`src/rtl/hwr_pkg.sv`:
```
package hwr_pkg;

   // Latency class of a decoded register select
   typedef enum logic [1:0] {
      WK_FAST = 2'd0,
      WK_MEM  = 2'd1,
      WK_CMD  = 2'd2
   } wr_kind_t;

   // Handshake sequencer states
   typedef enum logic [1:0] {
      ST_IDLE  = 2'd0,
      ST_COUNT = 2'd1,
      ST_GRANT = 2'd2,
      ST_ACK   = 2'd3
   } hs_state_t;

endpackage

```
`src/rtl/hwr_sync.sv`:
```
module hwr_sync #(
   parameter int   STAGES  = 2,
   parameter logic RST_VAL = 1'b1
) (
   input  logic clk,
   input  logic rst_n,
   input  logic async_i,
   output logic sync_o,
   output logic fall_o
);

   logic [STAGES-1:0] stage;
   logic              prev;

   generate
      if (STAGES < 2) begin : g_bad_stages
         $error("hwr_sync: STAGES must be at least 2");
      end
      if (STAGES == 2) begin : g_two
         always_ff @(posedge clk or negedge rst_n) begin
            if (!rst_n) begin
               stage <= {STAGES{RST_VAL}};
            end else begin
               stage[0] <= async_i;
               stage[1] <= stage[0];
            end
         end
      end else begin : g_chain
         always_ff @(posedge clk or negedge rst_n) begin
            if (!rst_n) begin
               stage <= {STAGES{RST_VAL}};
            end else begin
               stage <= {stage[STAGES-2:0], async_i};
            end
         end
      end
   endgenerate

   always_ff @(posedge clk or negedge rst_n) begin
      if (!rst_n) prev <= RST_VAL;
      else        prev <= stage[STAGES-1];
   end

   assign sync_o = stage[STAGES-1];
   assign fall_o = prev & ~stage[STAGES-1];

   // a detected fall lasts one cycle only
   a_r3_fall_single: assert property (@(posedge clk) disable iff (!rst_n)
      fall_o |=> !fall_o);

endmodule

```
`src/rtl/hwr_decode.sv`:
```
module hwr_decode
   import hwr_pkg::*;
#(
   parameter int SEL_W    = 3,
   parameter int MEM_SEL  = 4,
   parameter int CMD_SEL  = 5,
   parameter int FAST_LAT = 2,
   parameter int MEM_LAT  = 6,
   parameter int CMD_LAT  = 21,
   parameter int CNT_W    = 5
) (
   input  logic [SEL_W-1:0] sel,
   output wr_kind_t         kind,
   output logic [CNT_W-1:0] lat_m1
);

   localparam int NSEL = 2 ** SEL_W;

   wr_kind_t kind_tab [NSEL];

   generate
      for (genvar g = 0; g < NSEL; g++) begin : g_tab
         if (g == MEM_SEL) begin : g_mem
            assign kind_tab[g] = WK_MEM;
         end else if (g == CMD_SEL) begin : g_cmd
            assign kind_tab[g] = WK_CMD;
         end else begin : g_fast
            assign kind_tab[g] = WK_FAST;
         end
      end
   endgenerate

   assign kind = kind_tab[sel];

   always_comb begin
      unique case (kind)
         WK_MEM:  lat_m1 = CNT_W'(MEM_LAT - 1);
         WK_CMD:  lat_m1 = CNT_W'(CMD_LAT - 1);
         default: lat_m1 = CNT_W'(FAST_LAT - 1);
      endcase
   end

endmodule

```
`src/rtl/hwr_ctrl.sv`:
```
module hwr_ctrl
   import hwr_pkg::*;
#(
   parameter int SEL_W  = 3,
   parameter int DATA_W = 8,
   parameter int CNT_W  = 5
) (
   input  logic              clk,
   input  logic              rst_n,
   input  logic              fall,
   input  logic              strobe_hi,
   input  logic              rd_wrn,
   input  logic [SEL_W-1:0]  sel,
   input  logic [DATA_W-1:0] din,
   input  wr_kind_t          kind,
   input  logic [CNT_W-1:0]  lat_m1,
   input  logic              grant,
   output logic              ack_n,
   output logic              wr_en,
   output logic [SEL_W-1:0]  wr_sel,
   output logic [DATA_W-1:0] wr_data,
   output logic              bus_req
);

   hs_state_t        state;
   wr_kind_t         kind_q;
   logic [CNT_W-1:0] cnt;

   always_ff @(posedge clk or negedge rst_n) begin
      if (!rst_n) begin
         state   <= ST_IDLE;
         kind_q  <= WK_FAST;
         cnt     <= '0;
         ack_n   <= 1'b1;
         wr_en   <= 1'b0;
         wr_sel  <= '0;
         wr_data <= '0;
      end else begin
         wr_en <= 1'b0;
         unique case (state)
            ST_IDLE: begin
               if (fall && !rd_wrn) begin
                  wr_en   <= 1'b1;
                  wr_sel  <= sel;
                  wr_data <= din;
                  kind_q  <= kind;
                  cnt     <= lat_m1;
                  state   <= ST_COUNT;
               end
            end
            ST_COUNT: begin
               if (cnt == '0) begin
                  if (kind_q != WK_MEM || grant) begin
                     ack_n <= 1'b0;
                     state <= ST_ACK;
                  end else begin
                     state <= ST_GRANT;
                  end
               end else begin
                  cnt <= cnt - 1'b1;
               end
            end
            ST_GRANT: begin
               if (grant) begin
                  ack_n <= 1'b0;
                  state <= ST_ACK;
               end
            end
            ST_ACK: begin
               if (strobe_hi) begin
                  ack_n <= 1'b1;
                  state <= ST_IDLE;
               end
            end
            default: state <= ST_IDLE;
         endcase
      end
   end

   assign bus_req = (kind_q == WK_MEM) && (state == ST_COUNT || state == ST_GRANT);

   // the write pulse is one cycle wide
   a_r3_one_pulse: assert property (@(posedge clk) disable iff (!rst_n)
      wr_en |=> !wr_en);
   // acknowledge never coincides with the write pulse
   a_r4_ack_after_write: assert property (@(posedge clk) disable iff (!rst_n)
      wr_en |-> ack_n);
   // acknowledge holds while the synchronised strobe is low
   a_r7_ack_holds: assert property (@(posedge clk) disable iff (!rst_n)
      (!ack_n && !strobe_hi) |=> !ack_n);
   // a read strobe starts no write
   a_r8_no_read_write: assert property (@(posedge clk) disable iff (!rst_n)
      (fall && rd_wrn && state == ST_IDLE) |=> !wr_en);
   // without a grant the memory wait does not acknowledge
   a_r6_wait_grant: assert property (@(posedge clk) disable iff (!rst_n)
      (state == ST_GRANT && !grant) |=> ack_n);
   // the bus request ends only as the acknowledge falls
   a_r6_req_ends_at_ack: assert property (@(posedge clk) disable iff (!rst_n)
      $fell(bus_req) |-> !ack_n);

endmodule

```
`src/rtl/host_wr_slave.sv`:
```
module host_wr_slave
   import hwr_pkg::*;
#(
   parameter int SEL_W       = 3,
   parameter int DATA_W      = 8,
   parameter int SYNC_STAGES = 2,
   parameter int MEM_SEL     = 4,
   parameter int CMD_SEL     = 5,
   parameter int FAST_LAT    = 2,
   parameter int MEM_LAT     = 6,
   parameter int CMD_LAT     = 21
) (
   input  logic              clk,
   input  logic              rst_n,
   input  logic              host_stb_n,
   input  logic              host_rd_wrn,
   input  logic [SEL_W-1:0]  host_sel,
   input  logic [DATA_W-1:0] host_din,
   output logic              host_ack_n,
   output logic              reg_wr_en,
   output logic [SEL_W-1:0]  reg_wr_sel,
   output logic [DATA_W-1:0] reg_wr_data,
   output logic              ibus_req,
   input  logic              ibus_gnt
);

   localparam int MAX_AB  = (FAST_LAT > MEM_LAT) ? FAST_LAT : MEM_LAT;
   localparam int MAX_LAT = (MAX_AB > CMD_LAT) ? MAX_AB : CMD_LAT;
   localparam int CNT_W   = (MAX_LAT > 2) ? $clog2(MAX_LAT) : 1;

   generate
      if (FAST_LAT < 1 || MEM_LAT < 1 || CMD_LAT < 1) begin : g_bad_lat
         $error("host_wr_slave: every latency must be at least 1");
      end
      if (MEM_SEL == CMD_SEL) begin : g_bad_sel
         $error("host_wr_slave: MEM_SEL and CMD_SEL must differ");
      end
      if (MEM_SEL >= 2 ** SEL_W || CMD_SEL >= 2 ** SEL_W) begin : g_bad_range
         $error("host_wr_slave: select codes exceed SEL_W");
      end
   endgenerate

   logic             stb_hi;
   logic             stb_fall;
   wr_kind_t         dec_kind;
   logic [CNT_W-1:0] dec_lat_m1;

   hwr_sync #(
      .STAGES  (SYNC_STAGES),
      .RST_VAL (1'b1)
   ) u_sync (
      .clk     (clk),
      .rst_n   (rst_n),
      .async_i (host_stb_n),
      .sync_o  (stb_hi),
      .fall_o  (stb_fall)
   );

   hwr_decode #(
      .SEL_W    (SEL_W),
      .MEM_SEL  (MEM_SEL),
      .CMD_SEL  (CMD_SEL),
      .FAST_LAT (FAST_LAT),
      .MEM_LAT  (MEM_LAT),
      .CMD_LAT  (CMD_LAT),
      .CNT_W    (CNT_W)
   ) u_decode (
      .sel    (host_sel),
      .kind   (dec_kind),
      .lat_m1 (dec_lat_m1)
   );

   hwr_ctrl #(
      .SEL_W  (SEL_W),
      .DATA_W (DATA_W),
      .CNT_W  (CNT_W)
   ) u_ctrl (
      .clk       (clk),
      .rst_n     (rst_n),
      .fall      (stb_fall),
      .strobe_hi (stb_hi),
      .rd_wrn    (host_rd_wrn),
      .sel       (host_sel),
      .din       (host_din),
      .kind      (dec_kind),
      .lat_m1    (dec_lat_m1),
      .grant     (ibus_gnt),
      .ack_n     (host_ack_n),
      .wr_en     (reg_wr_en),
      .wr_sel    (reg_wr_sel),
      .wr_data   (reg_wr_data),
      .bus_req   (ibus_req)
   );

   // no write pulse while the acknowledge is already low
   a_r1_quiet_when_acked: assert property (@(posedge clk) disable iff (!rst_n)
      !host_ack_n |-> !reg_wr_en);

endmodule

```
`config.mk`:
```
export PLATFORM = sky130hd
export DESIGN_NAME = host_wr_slave
export DESIGN_NICKNAME = d
export VERILOG_FILES = /design/src/rtl/hwr_pkg.sv /design/src/rtl/hwr_sync.sv /design/src/rtl/hwr_decode.sv /design/src/rtl/hwr_ctrl.sv /design/src/rtl/host_wr_slave.sv
export SDC_FILE = /design/constraint.sdc
export NUM_CORES = 1
export LEC_CHECK = 0
export BUFFER_PORTS_ARGS = -buffer_cell sky130_fd_sc_hd__buf_2
export CORE_MARGIN = 2
export CORE_UTILIZATION = 52
export DETAILED_ROUTE_END_ITERATION = 10
export PLACE_DENSITY = 0.78
export SLEW_MARGIN = 20
export SYNTH_ARGS = -nofsm -noshare
export SYNTH_HDL_FRONTEND = slang
export SYNTH_HIERARCHICAL = 1
export SYNTH_SLANG_ARGS = --single-unit
```
`constraint.sdc`:
```
create_clock -name clk -period 2.3 [get_ports clk]
set_input_delay 0.115 -clock clk [delete_from_list [all_inputs] [get_ports clk]]
set_output_delay 0.115 -clock clk [all_outputs]
set_load 0.005 [all_outputs]
```
==> results of run 1 <==
## routing by layer
layer / global-route usage [%] / up-vias
met4: 9.83 / 0
met2: 40.0 / 27
met3: 2.82 / 6
met1: 27.3 / 478
li1: - / 514
met5: 0 / -
## worst max-delay path, delay by kind of cell (launching register included)
kind / cells / cell delay [ns]
AOI/OAI and AO/OA: 3 / 0.60
and+or+nand+nor: 1 / 0.43
adders and majority gates: 1 / 0.19
buffers and inverters: 2 / 0.29
DFF: 1 / 0.40
## cells by family (layout without fill, tap and decap cells)
| logic type | Yosys count | after routing |
|---|---|---|
| AND/OR/NAND/NOR | 62 | 62 |
| flip-flops | 25 | 25 |
| multiplexers | 3 | 3 |
| AO/OA/AOI/OAI | 20 | 20 |
| buffers and inverters | 14 | 54 |
| adder cells (fa/ha/maj) | 6 | 6 |
| other | 1 | 2 |
## power by group
part / internal (mW) / total [mW] / switching [mW]
clock network: 0.0666 / 0.204 / 0.137
logic: 0.372 / 0.808 / 0.436
registers: 0.621 / 0.740 / 0.120
total: 1.06 / 1.75 / 0.693
## placed cells by master, fill, tap and decap left out, types with 2 or more instances in the layout
cell           netlist  routed
nand2_1             44      44
buf_2                0      29
dfrtp_1             21      21
dlygate4sd3_1        0       9
inv_1                8       8
a21oi_1              6       6
ha_1                 6       6
o21ai_0              5       5
dfstp_2              4       4
clkbuf_4             0       3
nand3b_1             3       3
and3b_1              3       3
buf_4                3       3
mux2i_1              2       2
nor2b_1              2       2
nand2b_1             2       2
conb_1               1       2
## flip-flops by register name, indices dropped and copies added, names as in the netlist
| register | cells |
|---|---|
| u_ctrl/wr_data | 8 |
| u_ctrl/cnt | 5 |
| u_ctrl/wr_sel | 3 |
| u_ctrl/kind_q | 2 |
| u_ctrl/state | 2 |
| u_sync/stage | 2 |
| u_ctrl/ack_n | 1 |
| u_ctrl/wr_en | 1 |
| u_sync/prev | 1 |
## area by class of cell
| cell class | instances | area, um^2 | share of cell area [%] |
|---|---|---|---|
| inverters | 9 | 33.8 | 2.20 |
| multi-input cells | 93 | 552 | 35.9 |
| flip-flops and latches | 25 | 631 | 41.0 |
| repair buffers | 41 | 258 | 16.7 |
| clock buffers | 3 | 22.5 | 1.46 |
| clock inverters | 1 | 7.51 | 0.488 |
| well taps | 28 | 35.0 | 2.28 |
## metrics by stage
| stage | utilization (%) | std cells | worst slack [ns] | hold slack (ns) | total power, mW |
|---|---|---|---|---|---|
| 2_1_floorplan | - | 132 | 0.303 | -0.181 | 1.25 |
| 3_3_place_gp | 63.5 | 187 | 0.387 | 0.115 | 1.46 |
| 3_5_place_dp | 63.5 | 187 | 0.335 | 0.125 | 1.52 |
| 4_1_cts | 68.9 | 200 | 0.325 | 0.00567 | 1.74 |
| 5_1_grt | 68.9 | 200 | 0.192 | 0.0227 | 1.89 |
| 6_report | 68.9 | 200 | 0.303 | 0.00706 | 1.75 |
## how the worst max path moves through the flow
stage	startpoint	to	slack, ns	depth (start not counted)
floorplan	u_ctrl/cnt[0]	u_ctrl/ack_n	0.30	6
global placement	u_ctrl/cnt[0]	u_ctrl/state[1]	0.39	7
detailed placement	u_ctrl/cnt[0]	u_ctrl/state[1]	0.34	7
CTS	u_ctrl/cnt[0]	u_ctrl/state[1]	0.32	7
global route	u_ctrl/state[1]	u_ctrl/cnt[0]	0.19	6
finish	u_ctrl/cnt[0]	u_ctrl/state[1]	0.30	7
==> results.md, run 1 <==
- Netlist Area Pre-Place: 1240 um^2
- Root Driver: clkbuf_4
- CP Data Required Time: 2.53 ns
- Setup_tns: 0 ns
- Synth cell count leaders: nand2_1, dfrtp_1, inv_1
- Port bufs: 29
- VDD IR max: 0.708 mV
- Post-synth EDFFs: 0
- GRT Resource Usage Total: 22.6%
- Area delta synth->final: 23.9%
- Main combinational cell family by area after synthesis: simple AND/OR/NAND/NOR gates
- Flop2flop setup slack: 0.30 ns
- Rel. slew slack: 63.7%
- Syn avg cell area: 9.48 um^2
- Yosys cell types: 34
- Hold path depth: 3
- Vias: 1025
- Cell area after layout: 1540 um^2
- Post-CTS setup buffer count: 0
- Met3 wire len: 93 um
- Pin count of the biggest net entering global routing: 26
- Most common cell in the netlist: nand2_1
- WS Path Type: flop to flop
- Pre-Repair DR Iteration Count: 4
- MaxCap Viol Count: 0
- Clock-pin slew on the worst setup and hold paths: 0.14 ns
- Uppermost routed layer: met4
- TritonCTS Sinks: 25
- Worst r2r path cells: 7
- Multiplexer area fraction after synthesis: 2.52%
- Synth warn: 6
- Hold WC Path Type: primary input to flop
- Post-Synthesis Cells: 131
- Quantity of hold-fixing buffers added after cts: 9
- Global-route wire length before repair: 4.52 mm
- Fmax achieved: 0.501 GHz
- Wl on met1: 1.17 mm
- Run status: complete, no violations
- Fillers: 179
- ANT cells: 0
- Die footprint: 2800 um^2
- CP Data Arrival Time: 2.23 ns
- Area share of the largest cell type after synthesis: 42.3%
- Final Wtd Congestion: 0.848
- CTS H-tree depth: 1
- RR Endpoint: u_ctrl/state[1]
- Initial antenna violation count: 0
- Post-synthesis adder-cell area fraction: 6.04%
- Final hold vios: 0
- Worst slew pin tran: 0.545 ns
- Cts bufs inserted: 3
- Reg2Reg Launch Point: u_ctrl/cnt[0]
- Pins Over Slew Limit: 0
- Post-Synth XOR/XNOR Area: 0%
- Pwr per Cell Area: 1140 nW/um^2
- Hold Crit Endpoint: u_ctrl/wr_data[6]
- Final setup fails: 0
- Avg Vias per Cell: 5.13
- Top post-synthesis cells by area: dfrtp_1, nand2_1, dfstp_2
- Post-Route WL: 2.77 mm
- Top_reg_cell synth: dfrtp_1
- Die height: 52.9 um
- Initial core utilization: 55.6%
- DP Wirelength: 1.95 mm
- Nets@finish: 195
- Max clock buf depth: 2
- Fin crit period: 2.00 ns
- Dpl cell area: 1420 um^2
- DR WL met2: 1.46 mm
- Seq/Total Area, Yosys: 50.8%
- DRC: 0
- PostCTS Resize Cnt: 0
- RSZ-0062 raised after global routing: no
- 1st-iter DRT viols: 27
- Drt wl/cell: 13.9 um
- Top-level I/O count: 30
- Yosys reg bits: 25
- Leak Pwr: 0.806 nW
- Cell Rows: 17
- Slowest CP cell: or4b_1
- Crit path largest cell delay: 0.43 ns
- CP Max Fanout: 4
- Core area: 2230 um^2
- Synth Area in Compound Gates: 10.5%
- Start point of the worst hold path: host_din[6]
- CTS tree: done
- Cell Chain, Critical Path: inv_1 -> ha_1 -> or4b_1 -> a222oi_1 -> buf_4 -> a21oi_1 -> a31o_2
- Vias in the first global route: 997
- Clk_lat worst skew: 0.32 ns
- Gr ovfl total: 0
- Share of layout cells above drive strength 1: 26.7%
- Leading area contributor after synthesis: dfrtp_1
- Final ANT Viol Nets: 0
- Setup crit end kind: flop
- Final worst clock skew: 0.00548 ns
- Synth Area in Simple Gates: 24.8%
- Worst Setup Start Kind: flop
- Die X: 52.9 um
- FFs w/ async S/R, synth: 100%
- Period utilization: 86.8%
(Power assumes the default switching activity.)
==> inputs of run 2 (changes only) <==
PLACE_DENSITY = 0.85   (was 0.78)
==> results.md, run 2 (synthesis gave the netlist of run 1 again) <==
- Global-route wire length before repair: 4.48 mm
- VDD IR max: 0.719 mV
- Net Sw Frac: 39.2%
- Period utilization: 84.4%
- Sequential Power Share: 42.2%
- Gate power share: 45.9%
- GRT Resource Usage Total: 22.5%
- Cell Rows: 17
- Register with the most flip-flops: u_ctrl/wr_data
- Int Pwr: 1.06 mW
- WS Path Type: flop to flop
- Clock-pin slew on the worst setup and hold paths: 0.16 ns
- Worst r2r path cells: 7
- Pre-CTS WS: 0.364 ns
- Die X: 52.9 um
- Share of layout cells above drive strength 1: 26.6%
- Gr ovfl total: 0
- Final ANT Viol Nets: 0
- ANT cells: 0
- Most frequent cells in the layout: nand2_1, buf_2, dfrtp_1
- Die height: 52.9 um
- CP Data Required Time: 2.58 ns
- Initial core utilization: 55.6%
- Final setup fails: 0
- Vias: 1064
- Hold WC Path Type: primary input to flop
- Post-CTS setup buffer count: 0
- Leak Pwr: 0.810 nW
- Hold path depth: 3
- Fillers: 171
- Total power: 1.74 mW
- Max reg flops: 8
- Largest regs: u_ctrl/wr_data: 8 flops, u_ctrl/cnt: 5 flops, u_ctrl/wr_sel: 3 flops
- Pre-Repair DR Iteration Count: 4
- Setup_tns: 0 ns
- 1st-iter DRT viols: 26
- Cts bufs inserted: 3
- Setup crit end kind: flop
- Rel. slew slack: 63.5%
- RSZ-0062 raised after global routing: no
- Worst Setup Start Kind: flop
- Post-Route WL: 2.71 mm
- Pin count of the biggest net entering global routing: 26
- Final Wtd Congestion: 0.771
- Core area: 2230 um^2
- CTS tree: done
- MaxCap Viol Count: 0
- Pins Over Slew Limit: 0
- Commonest non-fill, non-tap cell in the layout: nand2_1
- Fmax achieved: 0.515 GHz
- DRC: 0
- Nets@finish: 196
- Fin crit period: 1.94 ns
- Area delta synth->final: 24.7%
- Avg Vias per Cell: 5.29
- Final hold vios: 0
- Initial antenna violation count: 0
- Top-level I/O count: 30
- Clk_lat worst skew: 0.33 ns
- Vias in the first global route: 1087
- Worst slew pin tran: 0.548 ns
- Pwr per Cell Area: 1130 nW/um^2
- TritonCTS Sinks: 25
- Die footprint: 2800 um^2
- Clk pwr share: 11.8%
- Drt wl/cell: 13.5 um
- DP Wirelength: 1.80 mm
- CTS H-tree depth: 1
- Net Sw Power: 0.684 mW
- CP Max Fanout: 5
- Root Driver: clkbuf_4
- Port bufs: 29
- Final worst clock skew: 0.0200 ns
- Run status: complete, no violations
- Max clock buf depth: 2
- CP Data Arrival Time: 2.22 ns
- Setup ws final: 0.360 ns
-- run 2: cell count changes in the layout (fill, tap and decap cells not counted) --
| cell | delta |
|---|---|
| dlygate4sd3_1 | +1 |
-- run 2: timing repair --
item	CTS	global route
gates resized for setup	0	0
hold endpoints to repair	30	0
hold buffers	10	0
-- run 2: worst max-delay path, stage by stage (launching register included) --
cell      delay [ns]
dfrtp_1         0.40
inv_1           0.09
ha_1            0.20
or4b_1          0.43
a222oi_1        0.22
buf_4           0.19
o211ai_1        0.10
mux2_2          0.28
-- run 2: worst paths after layout --
path / start / to / slack [ns]
setup / recovery: u_ctrl/cnt[0] / u_ctrl/ack_n / 0.36
hold / removal: host_sel[2] / u_ctrl/wr_sel[2] / 0.05
setup reg to reg: u_ctrl/cnt[0] / u_ctrl/ack_n / 0.36
hold reg to reg: u_sync/stage[0] / u_sync/stage[1] / 0.37
max in group asynchronous: rst_n / u_ctrl/cnt[1] / 1.64
min in group asynchronous: rst_n / u_ctrl/wr_data[0] / 0.28
-- run 2: power by group through the flow --
stage                     logic (mW)  registers [mW]  clock network (mW)
after floorplan                0.512           0.735                   0
after global routing           0.900           0.760               0.228
after global placement         0.730           0.731                   0
after CTS                      0.793           0.736               0.208
final                          0.801           0.736               0.206
after detailed placement       0.778           0.742                   0
-- run 2: stage by stage --
stage | utilization (%) | area (um^2) | cells | hold slack, ns
after floorplan | - | 1250 | 132 | -0.181
after global placement | 63.5 | 1420 | 187 | 0.118
after detailed placement | 63.5 | 1420 | 187 | 0.137
after CTS | 69.4 | 1550 | 201 | 0.0417
after global routing | 69.4 | 1550 | 201 | 0.0515
final | 69.4 | 1550 | 201 | 0.0538
-- run 2: cell type report --
cell class	count	area [um^2]	area share (%)
Sequential cell	25	631	40.7
Clock buffer	3	22.5	1.45
Tap cell	28	35.0	2.26
Clock inverter	1	7.51	0.485
Multi-Input combinational cell	93	552	35.6
Timing Repair Buffer	42	268	17.3
Inverter	9	33.8	2.18
-- run 2: routing by layer --
metal / global-route usage (%) / up-vias / share of wire [%]
li1: - / 518 / -
met1: 24.4 / 504 / 42
met2: 41.5 / 36 / 52
met3: 4.52 / 6 / 4.8
met4: 10.3 / 0 / 1.8
met5: 0 / - / 0
==> inputs of run 3 (changes only) <==
clock period = 1.79 ns   (was 2.3 ns; I/O delays follow)
==> results.md, run 3 (synthesis gave the netlist of run 1 again) <==
- Run status: finished with violations
- Failing checks: setup timing
- Pre-Repair DR Iteration Count: 4
- Final hold vios: 0
- Post-Route WL: 3.03 mm
- Hold WC Path Type: primary input to flop
- CP Max Fanout: 4
- Top-level I/O count: 30
- Cts bufs inserted: 3
- Largest regs: u_ctrl/wr_data: 8 flops, u_ctrl/cnt: 5 flops, u_ctrl/wr_sel: 3 flops
- Pin count of the biggest net entering global routing: 26
- Die X: 52.9 um
- Vias in the first global route: 1177
- Clk pwr share: 10.0%
- CTS tree: done
- Period utilization: 107%
- Root Driver: clkbuf_4
- Int Pwr: 1.56 mW
- Fmax achieved: 0.524 GHz
- GRT Resource Usage Total: 24.4%
- Initial antenna violation count: 0
- Die footprint: 2800 um^2
- Gr ovfl total: 0
- ANT cells: 0
- Max reg flops: 8
- 1st-iter DRT viols: 29
- Most frequent cells in the layout: nand2_1, buf_2, dfrtp_1
- Leak Pwr: 0.877 nW
- Sequential Power Share: 37.2%
- Final Wtd Congestion: 0.819
- Area delta synth->final: 34.4%
- Share of layout cells above drive strength 1: 35.5%
- Cell Rows: 17
- Fin crit period: 1.91 ns
- Drt wl/cell: 14.1 um
- RSZ-0062 raised after global routing: yes
- Final setup fails: 4
- DRC: 0
- Hold slack: 0.0189 ns
- CTS H-tree depth: 1
- Worst slew pin tran: 0.547 ns
- Net Sw Power: 0.965 mW
- DP Wirelength: 1.93 mm
- Core area: 2230 um^2
- Register with the most flip-flops: u_ctrl/wr_data
- Setup crit end kind: flop
- Pwr per Cell Area: 1510 nW/um^2
- Final non-filler cell total: 214
- Initial core utilization: 55.6%
- Final worst clock skew: 0.00646 ns
- Die height: 52.9 um
- Global-route wire length before repair: 4.91 mm
- Final ANT Viol Nets: 0
- Vias: 1115
- Port bufs: 29
- Rel. slew slack: 63.6%
- Gate power share: 52.8%
- Flop2flop setup slack: -0.12 ns
- VDD IR max: 0.986 mV
- MaxCap Viol Count: 0
- Cells after DPL: 193
- Net Sw Frac: 38.2%
- Clk_lat worst skew: 0.32 ns
- Nets@finish: 209
- Pins Over Slew Limit: 0
- TritonCTS Sinks: 25
- Worst Setup Start Kind: flop
- Commonest non-fill, non-tap cell in the layout: nand2_1
- Avg Vias per Cell: 5.21
- Max clock buf depth: 2
- CP Data Arrival Time: 2.15 ns
- CP Data Required Time: 2.03 ns
- Setup ws final: -0.118 ns
- Clock-pin slew on the worst setup and hold paths: 0.14 ns
- WS Path Type: flop to flop
==> run 3: cell types whose count changed in the layout (fill, tap and decap cells not counted), moves of 2 or more <==
| cell | change |
|---|---|
| a21oi_1 | -2 |
| a21oi_2 | +2 |
| buf_4 | +13 |
| ha_1 | -3 |
| ha_2 | +2 |
| inv_1 | -2 |
| inv_2 | +3 |
| o21ai_0 | -2 |
| o21ai_1 | +2 |
==> run 3: final timing paths <==
path	from	to	cells after the start
max in group asynchronous	rst_n	u_ctrl/ack_n	2
min in group asynchronous	rst_n	u_ctrl/state[1]	2
min reg2reg	u_sync/stage[0]	u_sync/stage[1]	0
min	host_sel[2]	u_ctrl/wr_sel[2]	3
max	u_ctrl/cnt[0]	u_ctrl/state[0]	7
max reg2reg	u_ctrl/cnt[0]	u_ctrl/state[0]	7
==> run 3: what timing repair did <==
item                                   CTS  global route
setup buffers                            4             4
gates resized for setup                  1             7
pin swaps                                4             4
setup endpoints to repair                6             7
endpoints found under the hold margin   30             0
hold buffers                            10             0
gates cloned                             0             0
==> run 3: layout make-up <==
cell class / count / area, um^2
Fill cell: 143 / 563
Timing Repair Buffer: 55 / 365
Tap cell: 28 / 35.0
Clock buffer: 4 / 26.3
Multi-Input combinational cell: 93 / 579
Sequential cell: 25 / 631
Inverter: 9 / 33.8
==> run 3: per-layer routing <==
metal / vias up / part of all wire (%) / track usage [%]
li1: 542 / - / -
met3: 8 / 4.0 / 3.67
met2: 34 / 52 / 44.2
met4: 0 / 2.4 / 10.7
met1: 531 / 41 / 28.1
met5: - / 0 / 0
==> run 3: power by group through the flow <==
| stage | registers, mW | clock network, mW | logic, mW |
|---|---|---|---|
| global placement | 0.926 | 0 | 1.06 |
| global route | 0.963 | 0.283 | 1.48 |
| floorplan | 0.949 | 0 | 0.676 |
| finish | 0.940 | 0.253 | 1.33 |
| detailed placement | 0.943 | 0 | 1.12 |
| CTS | 0.932 | 0.258 | 1.22 |
==> run 3: metrics by stage <==
step / util (%) / power (mW) / area [um^2] / setup WS, ns / setup TNS [ns]
5_1_grt: 74.8 / 2.72 / 1670 / -0.212 / -0.802
6_report: 74.8 / 2.52 / 1670 / -0.118 / -0.317
3_5_place_dp: 66.1 / 2.07 / 1480 / -0.134 / -0.452
4_1_cts: 73.2 / 2.41 / 1640 / -0.109 / -0.302
3_3_place_gp: 66.1 / 1.99 / 1480 / -0.0750 / -0.125
2_1_floorplan: - / 1.62 / 1260 / -0.182 / -0.320
==> run 3: worst max-delay path, cell delays in order, from the launching register on <==
cell and delay [ns]:
dfrtp_1 0.42, inv_2 0.09, ha_4 0.13, or4b_1 0.42
a222oi_1 0.29, buf_4 0.20, a31oi_1 0.11, a41oi_1 0.18
